### config.mk
export PLATFORM = sky130hd
export DESIGN_NAME = adc_capture
export DESIGN_NICKNAME = d
export VERILOG_FILES = /design/src/rtl/adc_cap_pkg.sv /design/src/rtl/adc_sclk_gen.sv /design/src/rtl/adc_din_sync.sv /design/src/rtl/adc_shift_in.sv /design/src/rtl/adc_capture.sv
export SDC_FILE = /design/constraint.sdc
export NUM_CORES = 1
export LEC_CHECK = 0
export BUFFER_PORTS_ARGS = -buffer_cell sky130_fd_sc_hd__buf_2
export CORE_MARGIN = 4
export CORE_UTILIZATION = 55
export DETAILED_ROUTE_END_ITERATION = 7
export MAX_ROUTING_LAYER = met4
export PLACE_DENSITY = 0.74
export SLEW_MARGIN = 20
export SYNTH_ARGS = -nofsm -noshare
export SYNTH_HDL_FRONTEND = slang
export SYNTH_SLANG_ARGS = --single-unit
### constraint.sdc
create_clock -name clk_i -period 3.1 [get_ports clk_i]
set_clock_uncertainty 0.15 [all_clocks]
set_input_delay 0.31 -clock clk_i [delete_from_list [all_inputs] [get_ports clk_i]]
set_output_delay 0.31 -clock clk_i [all_outputs]
set_load 0.05 [all_outputs]
### src/rtl/adc_cap_pkg.sv
package adc_cap_pkg;
  typedef enum logic [1:0] {
    ST_IDLE  = 2'd0,
    ST_WAIT  = 2'd1,
    ST_SHIFT = 2'd2
  } cap_state_e;

  function automatic int max_int(input int a, input int b);
    return (a > b) ? a : b;
  endfunction
endpackage

### src/rtl/adc_sclk_gen.sv
module adc_sclk_gen #(
  parameter int DIV_RATIO = 32
) (
  input  logic clk_i,
  input  logic rst_ni,
  input  logic run_i,
  output logic sclk_o,
  output logic rise_o,
  output logic fall_o
);
  localparam int HALF = DIV_RATIO / 2;
  localparam int CW   = (DIV_RATIO > 2) ? $clog2(DIV_RATIO) : 1;
  localparam logic [CW-1:0] RISE_AT = CW'(HALF - 1);
  localparam logic [CW-1:0] FALL_AT = CW'(DIV_RATIO - 1);

  logic [CW-1:0] cnt_q;
  logic          sclk_q;

  always_ff @(posedge clk_i or negedge rst_ni) begin
    if (!rst_ni) begin
      cnt_q <= '0;
    end else if (!run_i || cnt_q == FALL_AT) begin
      cnt_q <= '0;
    end else begin
      cnt_q <= cnt_q + 1'b1;
    end
  end

  assign rise_o = run_i && (cnt_q == RISE_AT);
  assign fall_o = run_i && (cnt_q == FALL_AT);

  always_ff @(posedge clk_i or negedge rst_ni) begin
    if (!rst_ni) begin
      sclk_q <= 1'b0;
    end else if (!run_i) begin
      sclk_q <= 1'b0;
    end else if (rise_o) begin
      sclk_q <= 1'b1;
    end else if (fall_o) begin
      sclk_q <= 1'b0;
    end
  end

  assign sclk_o = sclk_q;
endmodule

### src/rtl/adc_din_sync.sv
module adc_din_sync #(
  parameter int STAGES = 2
) (
  input  logic clk_i,
  input  logic rst_ni,
  input  logic d_i,
  output logic q_o
);
  logic [STAGES-1:0] pipe_q;

  always_ff @(posedge clk_i or negedge rst_ni) begin
    if (!rst_ni) begin
      pipe_q <= '0;
    end else begin
      pipe_q[0] <= d_i;
      for (int i = 1; i < STAGES; i++) begin
        pipe_q[i] <= pipe_q[i-1];
      end
    end
  end

  assign q_o = pipe_q[STAGES-1];
endmodule

### src/rtl/adc_shift_in.sv
module adc_shift_in #(
  parameter int WORD_W = 16
) (
  input  logic              clk_i,
  input  logic              rst_ni,
  input  logic              clr_i,
  input  logic              shift_i,
  input  logic              bit_i,
  output logic [WORD_W-1:0] word_o,
  output logic [WORD_W-1:0] next_o
);
  logic [WORD_W-1:0] sr_q;

  // word including the bit being sampled this cycle
  assign next_o = {sr_q[WORD_W-2:0], bit_i};

  always_ff @(posedge clk_i or negedge rst_ni) begin
    if (!rst_ni) begin
      sr_q <= '0;
    end else if (clr_i) begin
      sr_q <= '0;
    end else if (shift_i) begin
      sr_q <= next_o;
    end
  end

  assign word_o = sr_q;
endmodule

### src/rtl/adc_capture.sv
module adc_capture
  import adc_cap_pkg::*;
#(
  parameter int DIV_RATIO   = 32,
  parameter int WAIT_CYC    = 5,
  parameter int WORD_W      = 16,
  parameter int SYNC_STAGES = 2
) (
  input  logic              clk_i,
  input  logic              rst_ni,
  input  logic              start_i,
  input  logic              sdi_i,
  output logic              sclk_o,
  output logic              cnv_en_o,
  output logic              busy_o,
  output logic              valid_o,
  output logic [WORD_W-1:0] dout_o
);
  localparam int CNT_MAX = max_int(WAIT_CYC, WORD_W);
  localparam int CNT_W   = $clog2(CNT_MAX + 1);
  localparam logic [CNT_W-1:0] WAIT_LAST = CNT_W'(WAIT_CYC - 1);
  localparam logic [CNT_W-1:0] BIT_LAST  = CNT_W'(WORD_W - 1);

  cap_state_e        state_q;
  logic [CNT_W-1:0]  cnt_q;
  logic              valid_q;
  logic [WORD_W-1:0] dout_q;
  logic              run;
  logic              sclk_rise;
  logic              sclk_fall;
  logic              sdi_s;
  logic              accept;
  logic              do_shift;
  logic [WORD_W-1:0] sr_word;
  logic [WORD_W-1:0] sr_next;

  assign run      = (state_q != ST_IDLE);
  assign accept   = (state_q == ST_IDLE) && start_i;
  assign do_shift = (state_q == ST_SHIFT) && sclk_fall;

  adc_sclk_gen #(.DIV_RATIO(DIV_RATIO)) i_sclk_gen (
    .clk_i  (clk_i),
    .rst_ni (rst_ni),
    .run_i  (run),
    .sclk_o (sclk_o),
    .rise_o (sclk_rise),
    .fall_o (sclk_fall)
  );

  adc_din_sync #(.STAGES(SYNC_STAGES)) i_din_sync (
    .clk_i  (clk_i),
    .rst_ni (rst_ni),
    .d_i    (sdi_i),
    .q_o    (sdi_s)
  );

  adc_shift_in #(.WORD_W(WORD_W)) i_shift_in (
    .clk_i   (clk_i),
    .rst_ni  (rst_ni),
    .clr_i   (accept),
    .shift_i (do_shift),
    .bit_i   (sdi_s),
    .word_o  (sr_word),
    .next_o  (sr_next)
  );

  always_ff @(posedge clk_i or negedge rst_ni) begin
    if (!rst_ni) begin
      state_q <= ST_IDLE;
      cnt_q   <= '0;
      valid_q <= 1'b0;
      dout_q  <= '0;
    end else begin
      valid_q <= 1'b0;
      unique case (state_q)
        ST_IDLE: begin
          if (start_i) begin
            state_q <= (WAIT_CYC > 0) ? ST_WAIT : ST_SHIFT;
            cnt_q   <= '0;
          end
        end
        ST_WAIT: begin
          if (sclk_fall) begin
            if (cnt_q == WAIT_LAST) begin
              state_q <= ST_SHIFT;
              cnt_q   <= '0;
            end else begin
              cnt_q <= cnt_q + 1'b1;
            end
          end
        end
        ST_SHIFT: begin
          if (sclk_fall) begin
            if (cnt_q == BIT_LAST) begin
              state_q <= ST_IDLE;
              cnt_q   <= '0;
              dout_q  <= sr_next;
              valid_q <= 1'b1;
            end else begin
              cnt_q <= cnt_q + 1'b1;
            end
          end
        end
        default: state_q <= ST_IDLE;
      endcase
    end
  end

  assign busy_o   = run;
  assign cnv_en_o = run;
  assign valid_o  = valid_q;
  assign dout_o   = dout_q;

  logic unused_sr;
  assign unused_sr = ^sr_word;
endmodule

==> flow_metrics.tcl, run 1 <==
set metrics [dict create \
    synth-async-reset-ratio 1.00 \
    core_um2 3470 \
    cts_num_sinks 47 \
    cts_buffer_depth 2 \
    hold_violations 0 \
    fin_crit_sh 0.788 \
    pwr-share-clk 0.260 \
    p_sw_frac 0.335 \
    antenna_found_initial 0 \
    reg2reg_from "i_sclk_gen.cnt_q[0]" \
    num_vias 1357 \
    syn2layout_area_growth_pct 13.6 \
    min_path_cells 0 \
    slew_violations 0 \
    critPathLaunchType "flip-flop" \
    min_from "i_din_sync.pipe_q[0]" \
    die_w_um 68.9 \
    numCtsBuffers 5 \
    gp_congestion 0.757 \
    ys_warn_count 0 \
    crit_required_ns 3.13 \
    synthXorXnorAreaFrac 0.00858 \
    viasPerCell 5.34 \
    ys_seq_area_frac 0.576 \
    die_area_um2 4750 \
    syn-cell-area_um2 2040 \
    synth-seq-cells 47 \
    crit_arrival_ns 2.47 \
    yosysMostFrequentCell "dfrtp_1" \
    synthTopCellsByCount "dfrtp_1 (47), nand2_1 (34), a21oi_1 (18)" \
    synth_compound_area_frac 0.0760 \
    tightest_slew_ns 0.567 \
    grt_pass1_wl_um 6060 \
    holdBufCountCts 1 \
    ir_drop_v 0.000593 \
    routedWlPerCell_um 13.8 \
    overflow 0 \
    htree_levels 2 \
    powerDensity_nw_per_um2 643 \
    synth_top_family_by_area "simple AND/OR/NAND/NOR gates" \
    whs_endpoint "i_din_sync.pipe_q[1]" \
    nets 220 \
    post-route-min-period_ns 2.44 \
    endpoint_kind "flip-flop" \
    drc_errors 0 \
    seq_power_share 0.466 \
    grt_usage 0.179 \
    clk_latency_ns 0.30 \
    synth_area_leaders "dfrtp_1 (58%), mux2_2 (8.8%), nand2_1 (6.3%), ha_1 (5.5%), a21oi_1 (4.4%)" \
    fin_ws_ns 0.659 \
    crit_type "flip-flop to flip-flop" \
    crit_fanout 16 \
    hp-class "flip-flop to flip-flop" \
    root_buffer "clkbuf_8" \
    drt-total-wl_um 3500 \
    r2r_end "dout_o[0]" \
    synth.top_cell.area_share 0.576 \
    clkTransAtPathRegs_ns 0.09 \
    synth_edf_count 0 \
    cts-resized-gates 0 \
    hpwl_um 2490 \
    grt_pass1_vias 1356 \
    final-setup-viol-count 0 \
    dp_worst_setup_slack_ns 0.671 \
    maxCapViolations 0 \
    p_int_uw 992 \
    postCtsSetupBuffers 0 \
    finalSetupTns_ns 0 \
    drt_iter0_markers 74 \
    regToRegSetupSlack_ns 0.66 \
    io_buffers 23 \
    io_pins 24 \
    status "finished, final reports clean" \
    yosys.area.top_type "dfrtp_1" \
    drive_gt1_frac 0.269 \
    synthesis.nets 192 \
    cts_tree "done" \
    chipHeight_um 68.9 \
    start_util 0.589 \
    reg2regPathDepth 8 \
    synth.distinct_cells 36 \
    rows 21 \
    p_sw_uw 500 \
    postRouteAntennaNets 0 \
    p_comb_frac 0.274 \
    p_leak_nw 1.18 \
    syn_avg_cell_area_um2 11.4 \
    synth_simple_gate_area_frac 0.146 \
    rsz0062_at_grt "no" \
    slew_headroom 0.622 \
    antenna_cells 0 \
    synth_flop_cell "dfrtp_1" \
    grt_max_degree 48 \
    synthAdderAreaFrac 0.0551 \
    synth_mux_area_frac 0.102 \
    max_freq_mhz 410 \
    drt-pass1-iter-count 4 \
    postSynthCellCount 179 \
]
-- through the flow --
| step | cell area, um^2 | utilization | power (mW) | instances | hold WS [ns] |
|---|---|---|---|---|---|
| floorplan | 2040 | - | 1.02 | 179 | -0.136 |
| global placement | 2200 | 0.634 | 1.10 | 244 | 0.190 |
| detailed placement | 2200 | 0.634 | 1.11 | 244 | 0.194 |
| CTS | 2310 | 0.665 | 1.50 | 253 | 0.0570 |
| global route | 2320 | 0.669 | 1.58 | 254 | 0.219 |
| finish | 2320 | 0.669 | 1.49 | 254 | 0.212 |
-- kinds of logic after synthesis --
kind of cell | count (synthesis)
XOR/XNOR | 2
AO/OA/AOI/OAI | 27
multiplexers | 18
AND/OR/NAND/NOR | 60
buffers and inverters | 16
adder cells (fa/ha/maj) | 9
flip-flops | 47
-- state kept, by name, indices dropped and copies added (netlist names) --
register	cells
i_sclk_gen.cnt_q	5
i_din_sync.pipe_q	2
valid_o	1
dout_o	16
i_shift_in.word_o	15
state_q	2
cnt_q	5
i_sclk_gen.sclk_o	1
-- cell type report --
class	instances	area [um^2]
clock buffers	6	82.6
multi-input cells	116	793
well taps	46	57.6
repair buffers	28	160
flip-flops and latches	47	1180
clock inverters	2	16.3
fillers	276	1150
inverters	9	33.8
-- how the worst max path moves through the flow --
stage | from | to | slack (ns) | cells after the start
2_1_floorplan | i_sclk_gen.cnt_q[0] | dout_o[10] | 0.80 | 8
3_3_place_gp | i_sclk_gen.cnt_q[0] | dout_o[14] | 0.78 | 8
3_5_place_dp | i_sclk_gen.cnt_q[0] | dout_o[0] | 0.67 | 8
4_1_cts | i_sclk_gen.cnt_q[0] | dout_o[0] | 0.66 | 8
5_1_grt | i_sclk_gen.cnt_q[0] | dout_o[0] | 0.45 | 8
6_report | i_sclk_gen.cnt_q[0] | dout_o[0] | 0.66 | 8
-- worst max-delay path: stages, from the launching register on --
cell,delay (ns)
dfrtp_1,0.38
ha_1,0.19
and3_1,0.18
ha_1,0.28
and2b_1,0.22
nand2_2,0.21
nor2_2,0.18
buf_4,0.19
mux2_2,0.35
-- cells in the final DEF (no fill, tap or decap), types with 2 or more instances in the layout --
| cell type | Yosys | layout |
|---|---|---|
| buf_2 | 1 | 22 |
| a22o_1 | 2 | 2 |
| nor3_1 | 5 | 5 |
| dlygate4sd3_1 | 0 | 2 |
| nand3b_1 | 2 | 2 |
| clkbuf_8 | 0 | 6 |
| ha_1 | 9 | 9 |
| a21oi_1 | 18 | 18 |
| nor2_1 | 3 | 3 |
| and2_1 | 2 | 2 |
| nand3_1 | 3 | 3 |
| inv_1 | 9 | 9 |
| o21ai_0 | 2 | 2 |
| buf_4 | 1 | 4 |
| nand2_1 | 34 | 34 |
| nand2b_1 | 2 | 2 |
| and3_1 | 2 | 2 |
| mux2_2 | 16 | 16 |
| dfrtp_1 | 47 | 47 |
-- layer usage --
layer / vias up / part of all wire / global-route usage
li1: 660 / - / -
met1: 658 / 0.46 / 0.226
met2: 33 / 0.48 / 0.277
met3: 6 / 0.042 / 0.0502
met4: 0 / 0.016 / 0.0608
met5: - / 0 / -
-- power groups by stage --
| stage | clock network [mW] | registers, mW | logic, mW |
|---|---|---|---|
| after floorplan | 0 | 0.697 | 0.327 |
| after global placement | 0 | 0.702 | 0.396 |
| after detailed placement | 0 | 0.707 | 0.408 |
| after CTS | 0.392 | 0.695 | 0.412 |
| after global routing | 0.421 | 0.702 | 0.453 |
| final | 0.388 | 0.696 | 0.409 |
Power figures use the tool's default switching activity.
==> inputs of run 2 (changes only) <==
- CORE_UTILIZATION: 55 -> 51
- PLACE_DENSITY: 0.74 -> 0.72
- clock period: 3.1 -> 2.1 ns (I/O delays scaled with it)
==> flow_metrics.tcl, run 2 (same netlist as run 1, synthesis figures left out) <==
set metrics [dict create \
    status "finished, final reports clean" \
    grt_pass1_wl_um 6540 \
    fin_ws_ns 0.0334 \
    max_freq_mhz 484 \
    crit_arrival_ns 2.10 \
    drt-total-wl_um 3780 \
    final-setup-viol-count 0 \
    cts_tree "done" \
    chipHeight_um 71.3 \
    num_vias 1418 \
    rsz0062_at_grt "yes" \
    hpwl_um 2580 \
    overflow 0 \
    path_delay_family "simple AND/OR/NAND/NOR gates" \
    endpoint_kind "flip-flop" \
    maxCapViolations 0 \
    clkTransAtPathRegs_ns 0.08 \
    htree_levels 2 \
    clk_latency_ns 0.29 \
    hold_violations 0 \
    final_cell_mix "dfrtp_1 (46), nand2_1 (34), buf_2 (23), a21oi_1 (18), buf_4 (12)" \
    drive_gt1_frac 0.342 \
    grt_max_degree 48 \
    crit_type "flip-flop to flip-flop" \
    drc_errors 0 \
    cts_num_sinks 47 \
    postRouteAntennaNets 0 \
    crit_chain "inv_1 > ha_1 > nand4bb_1 > a22o_1 > or3_4 > mux2_4" \
    nets 231 \
    utilization 0.664 \
    start_util 0.541 \
    cts_buffer_depth 2 \
    dp_worst_setup_slack_ns 0.0103 \
    gp_congestion 0.852 \
    numCtsBuffers 5 \
    largest_reg_flops 16 \
    post-route-min-period_ns 2.07 \
    powerDensity_nw_per_um2 937 \
    die_area_um2 5080 \
    slew_headroom 0.616 \
    die_w_um 71.3 \
    crit_slowest_cell "dfrtp_1" \
    viasPerCell 5.31 \
    max_stage_delay_ns 0.44 \
    antenna_found_initial 0 \
    drt_iter0_markers 89 \
    antenna_cells 0 \
    drt-pass1-iter-count 4 \
    grt_pass1_vias 1436 \
    io_buffers 23 \
    rows 22 \
    grt_usage 0.166 \
    io_pins 24 \
    critPathBufInv 1 \
    final_common_cell "dfrtp_1" \
    hp-class "flip-flop to flip-flop" \
    core_um2 3770 \
    crit_fanout 4 \
    crit_required_ns 2.14 \
    p_leak_nw 1.23 \
    tightest_slew_ns 0.576 \
    fin_crit_sh 0.984 \
    slew_violations 0 \
    routedWlPerCell_um 14.2 \
    ir_drop_v 0.000688 \
    root_buffer "clkbuf_8" \
    syn2layout_area_growth_pct 22.6 \
    critPathLaunchType "flip-flop" \
]
==> run 2: changes by cell type in the layout (fill, tap and decap cells not counted), moves of 3 or more <==
cell	change
ha_1	-4
mux2_2	-6
ha_4	+3
mux2_4	+6
buf_4	+8
==> run 2: through the flow <==
step	area (um^2)	TNS, ns	total power [mW]	std cells	hold WS [ns]
after floorplan	2060	0	1.51	179	-0.236
after global placement	2290	0	1.67	253	0.168
after detailed placement	2290	0	1.71	253	0.170
after CTS	2410	0	2.28	263	0.205
after global routing	2500	-0.0968	2.49	267	0.207
final	2500	0	2.35	267	0.203
==> run 2: per-layer routing <==
metal	vias up	GRT usage	share of wire
met3	5	0.0435	0.049
met1	703	0.212	0.43
met4	0	0.0543	0.012
met2	33	0.259	0.51
met5	-	-	0
li1	677	-	-
==> run 2: cell type report <==
cell class                      count  area [um^2]
Clock buffer                        6         82.6
Fill cell                         290         1270
Timing Repair Buffer               39          256
Inverter                            9         33.8
Clock inverter                      2         16.3
Sequential cell                    47         1180
Multi-Input combinational cell    116          877
Tap cell                           48         60.1
==> run 2: timing repair <==
action	4_1_cts	5_1_grt
pin swaps	0	3
setup endpoints to repair	2	22
gates cloned	0	0
hold buffers	2	0
hold endpoints to repair	48	0
setup buffers	0	4
gates resized for setup	1	15
==> run 2: path summary, 6_finish.rpt <==
kind                                            from  slack (ns)  cells after the start                    end
worst max-delay path                        cnt_q[1]        0.03                      6             state_q[1]
worst min-delay path            i_din_sync.pipe_q[0]        0.20                      0   i_din_sync.pipe_q[1]
worst max register to register              cnt_q[1]        0.03                      6             state_q[1]
worst min register to register  i_din_sync.pipe_q[0]        0.20                      0   i_din_sync.pipe_q[1]
max in group asynchronous                     rst_ni        0.99                      3               cnt_q[0]
min in group asynchronous                     rst_ni        0.37                      3  i_shift_in.word_o[10]
==> run 2: where the power goes <==
group / switching [mW] / total (mW) / leakage, nW / internal (mW)
Sequential: 0.0727 / 1.04 / 0.644 / 0.971
Combinational: 0.425 / 0.737 / 0.541 / 0.312
Clock: 0.296 / 0.565 / 0.0474 / 0.269
==> inputs of run 3 (changes only) <==
- CELL_PAD_IN_SITES_DETAIL_PLACEMENT: not set -> 0
- CELL_PAD_IN_SITES_GLOBAL_PLACEMENT: not set -> 1
- CORE_UTILIZATION: 51 -> 41
==> flow_metrics.tcl, run 3 (same netlist as run 1, synthesis figures left out) <==
set metrics [dict create \
    tightest_slew_ns 0.668 \
    crit_type "flip-flop to flip-flop" \
    drc_errors 0 \
    rsz0062_at_grt "yes" \
    p_comb_frac 0.307 \
    critPathLaunchType "flip-flop" \
    powerDensity_nw_per_um2 923 \
    drt-total-wl_um 3880 \
    postRouteAntennaNets 0 \
    crit_chain "ha_1 > and3_4 > ha_4 > and2b_1 > nand2_2 > nor2_4 > buf_12 > mux2_2" \
    hp-class "flip-flop to flip-flop" \
    seq_power_share 0.454 \
    p_sw_frac 0.330 \
    max_stage_delay_ns 0.38 \
    path_delay_family "simple AND/OR/NAND/NOR gates" \
    utilization 0.513 \
    die_w_um 78.6 \
    crit_slowest_cell "dfrtp_1" \
    num_vias 1434 \
    largest_reg_flops 16 \
    overflow 0 \
    drt_iter0_markers 54 \
    routedWlPerCell_um 13.6 \
    die_area_um2 6170 \
    grt_pass1_wl_um 6890 \
    post-route-min-period_ns 2.05 \
    numCtsBuffers 5 \
    status "finished, final reports clean" \
    p_int_mw 1.52 \
    final-setup-viol-count 0 \
    clkTransAtPathRegs_ns 0.08 \
    grt_max_degree 31 \
    crit_arrival_ns 2.08 \
    crit_required_ns 2.13 \
    root_buffer "clkbuf_8" \
    max_freq_mhz 489 \
    grt_usage 0.145 \
    final_cell_mix "dfrtp_1 (47), nand2_1 (34), buf_2 (23), a21oi_1 (18), mux2_2 (16)" \
    slew_headroom 0.555 \
    design_area_um2 2460 \
    cts_buffer_depth 2 \
    grt_use_met3 0.0424 \
    crit_fanout 17 \
    final_common_cell "dfrtp_1" \
    start_util 0.427 \
    chipHeight_um 78.6 \
    drt-pass1-iter-count 4 \
    gp_congestion 0.819 \
    viasPerCell 5.03 \
    htree_levels 2 \
    fin_ws_ns 0.0542 \
    p_sw_uw 749 \
    grt_pass1_vias 1476 \
    core_um2 4790 \
    syn2layout_area_growth_pct 20.3 \
    top_usage_layer "met2" \
    antenna_found_initial 0 \
    io_buffers 23 \
    hpwl_um 2730 \
    io_pins 24 \
    slew_violations 0 \
    cts_num_sinks 47 \
    maxCapViolations 0 \
    endpoint_kind "flip-flop" \
    met2_usage 0.234 \
    clk_latency_ns 0.29 \
    drive_gt1_frac 0.326 \
    hold_violations 0 \
    ir_drop_v 0.000533 \
    cts_tree "done" \
    placed_area_um2 2320 \
    rows 25 \
    nets 231 \
    antenna_cells 0 \
    grtUsageMet1 0.172 \
    critPathBufInv 1 \
    p_leak_nw 1.22 \
    dp_worst_setup_slack_ns 0.0460 \
    pwr-share-clk 0.240 \
    fin_crit_sh 0.974 \
]
run 3: worst paths after layout:
path | startpoint | to | slack [ns] | cells past startpoint
max in group asynchronous | rst_ni | i_sclk_gen.cnt_q[2] | 0.87 | 3
worst max register to register | i_sclk_gen.cnt_q[0] | dout_o[4] | 0.05 | 8
min in group asynchronous | rst_ni | valid_o | 0.34 | 2
worst min register to register | i_din_sync.pipe_q[0] | i_din_sync.pipe_q[1] | 0.21 | 0
worst min-delay path | i_din_sync.pipe_q[0] | i_din_sync.pipe_q[1] | 0.21 | 0
worst max-delay path | i_sclk_gen.cnt_q[0] | dout_o[4] | 0.05 | 8
run 3: layer usage:
| layer | share of wire | vias up | wire length (um) |
|---|---|---|---|
| met5 | 0 | - | 0 |
| met4 | 0.015 | 0 | 60 |
| met3 | 0.037 | 7 | 144 |
| met2 | 0.50 | 27 | 1940 |
| met1 | 0.45 | 721 | 1730 |
| li1 | - | 679 | - |
run 3: timing repair:
item                       4_1_cts  5_1_grt
gates resized for setup          0        3
hold endpoints to repair        29        0
setup endpoints to repair        0       36
hold buffers                     2        0
buffers inserted                 0        3
run 3: cell type report:
| cell class | instances | area [um^2] |
|---|---|---|
| well taps | 67 | 83.8 |
| clock inverters | 1 | 5.00 |
| clock buffers | 6 | 82.6 |
| fillers | 418 | 2330 |
| flip-flops and latches | 47 | 1180 |
| inverters | 9 | 33.8 |
| repair buffers | 39 | 253 |
| multi-input cells | 116 | 822 |
run 3: per-stage QoR:
stage / instances / TNS [ns] / hold WS (ns) / total power, mW
after CTS: 282 / 0 / 0.213 / 2.27
after global routing: 285 / -0.415 / 0.223 / 2.42
final: 285 / 0 / 0.209 / 2.27
after detailed placement: 273 / 0 / 0.138 / 1.71
after global placement: 273 / 0 / 0.127 / 1.69
after floorplan: 179 / 0 / -0.236 / 1.51
run 3: worst register-to-register path, cell delays in order, from the launching register on:
cell,delay (ns)
dfrtp_1,0.38
ha_1,0.19
and3_4,0.20
ha_4,0.12
and2b_1,0.19
nand2_2,0.09
nor2_4,0.10
buf_12,0.16
mux2_2,0.34
run 3: power by group through the flow:
stage	Clock, mW	Combinational, mW	Sequential (mW)
after floorplan	0	0.484	1.03
after global placement	0	0.649	1.04
after detailed placement	0	0.671	1.04
after CTS	0.562	0.676	1.03
after global routing	0.607	0.775	1.04
final	0.544	0.695	1.03
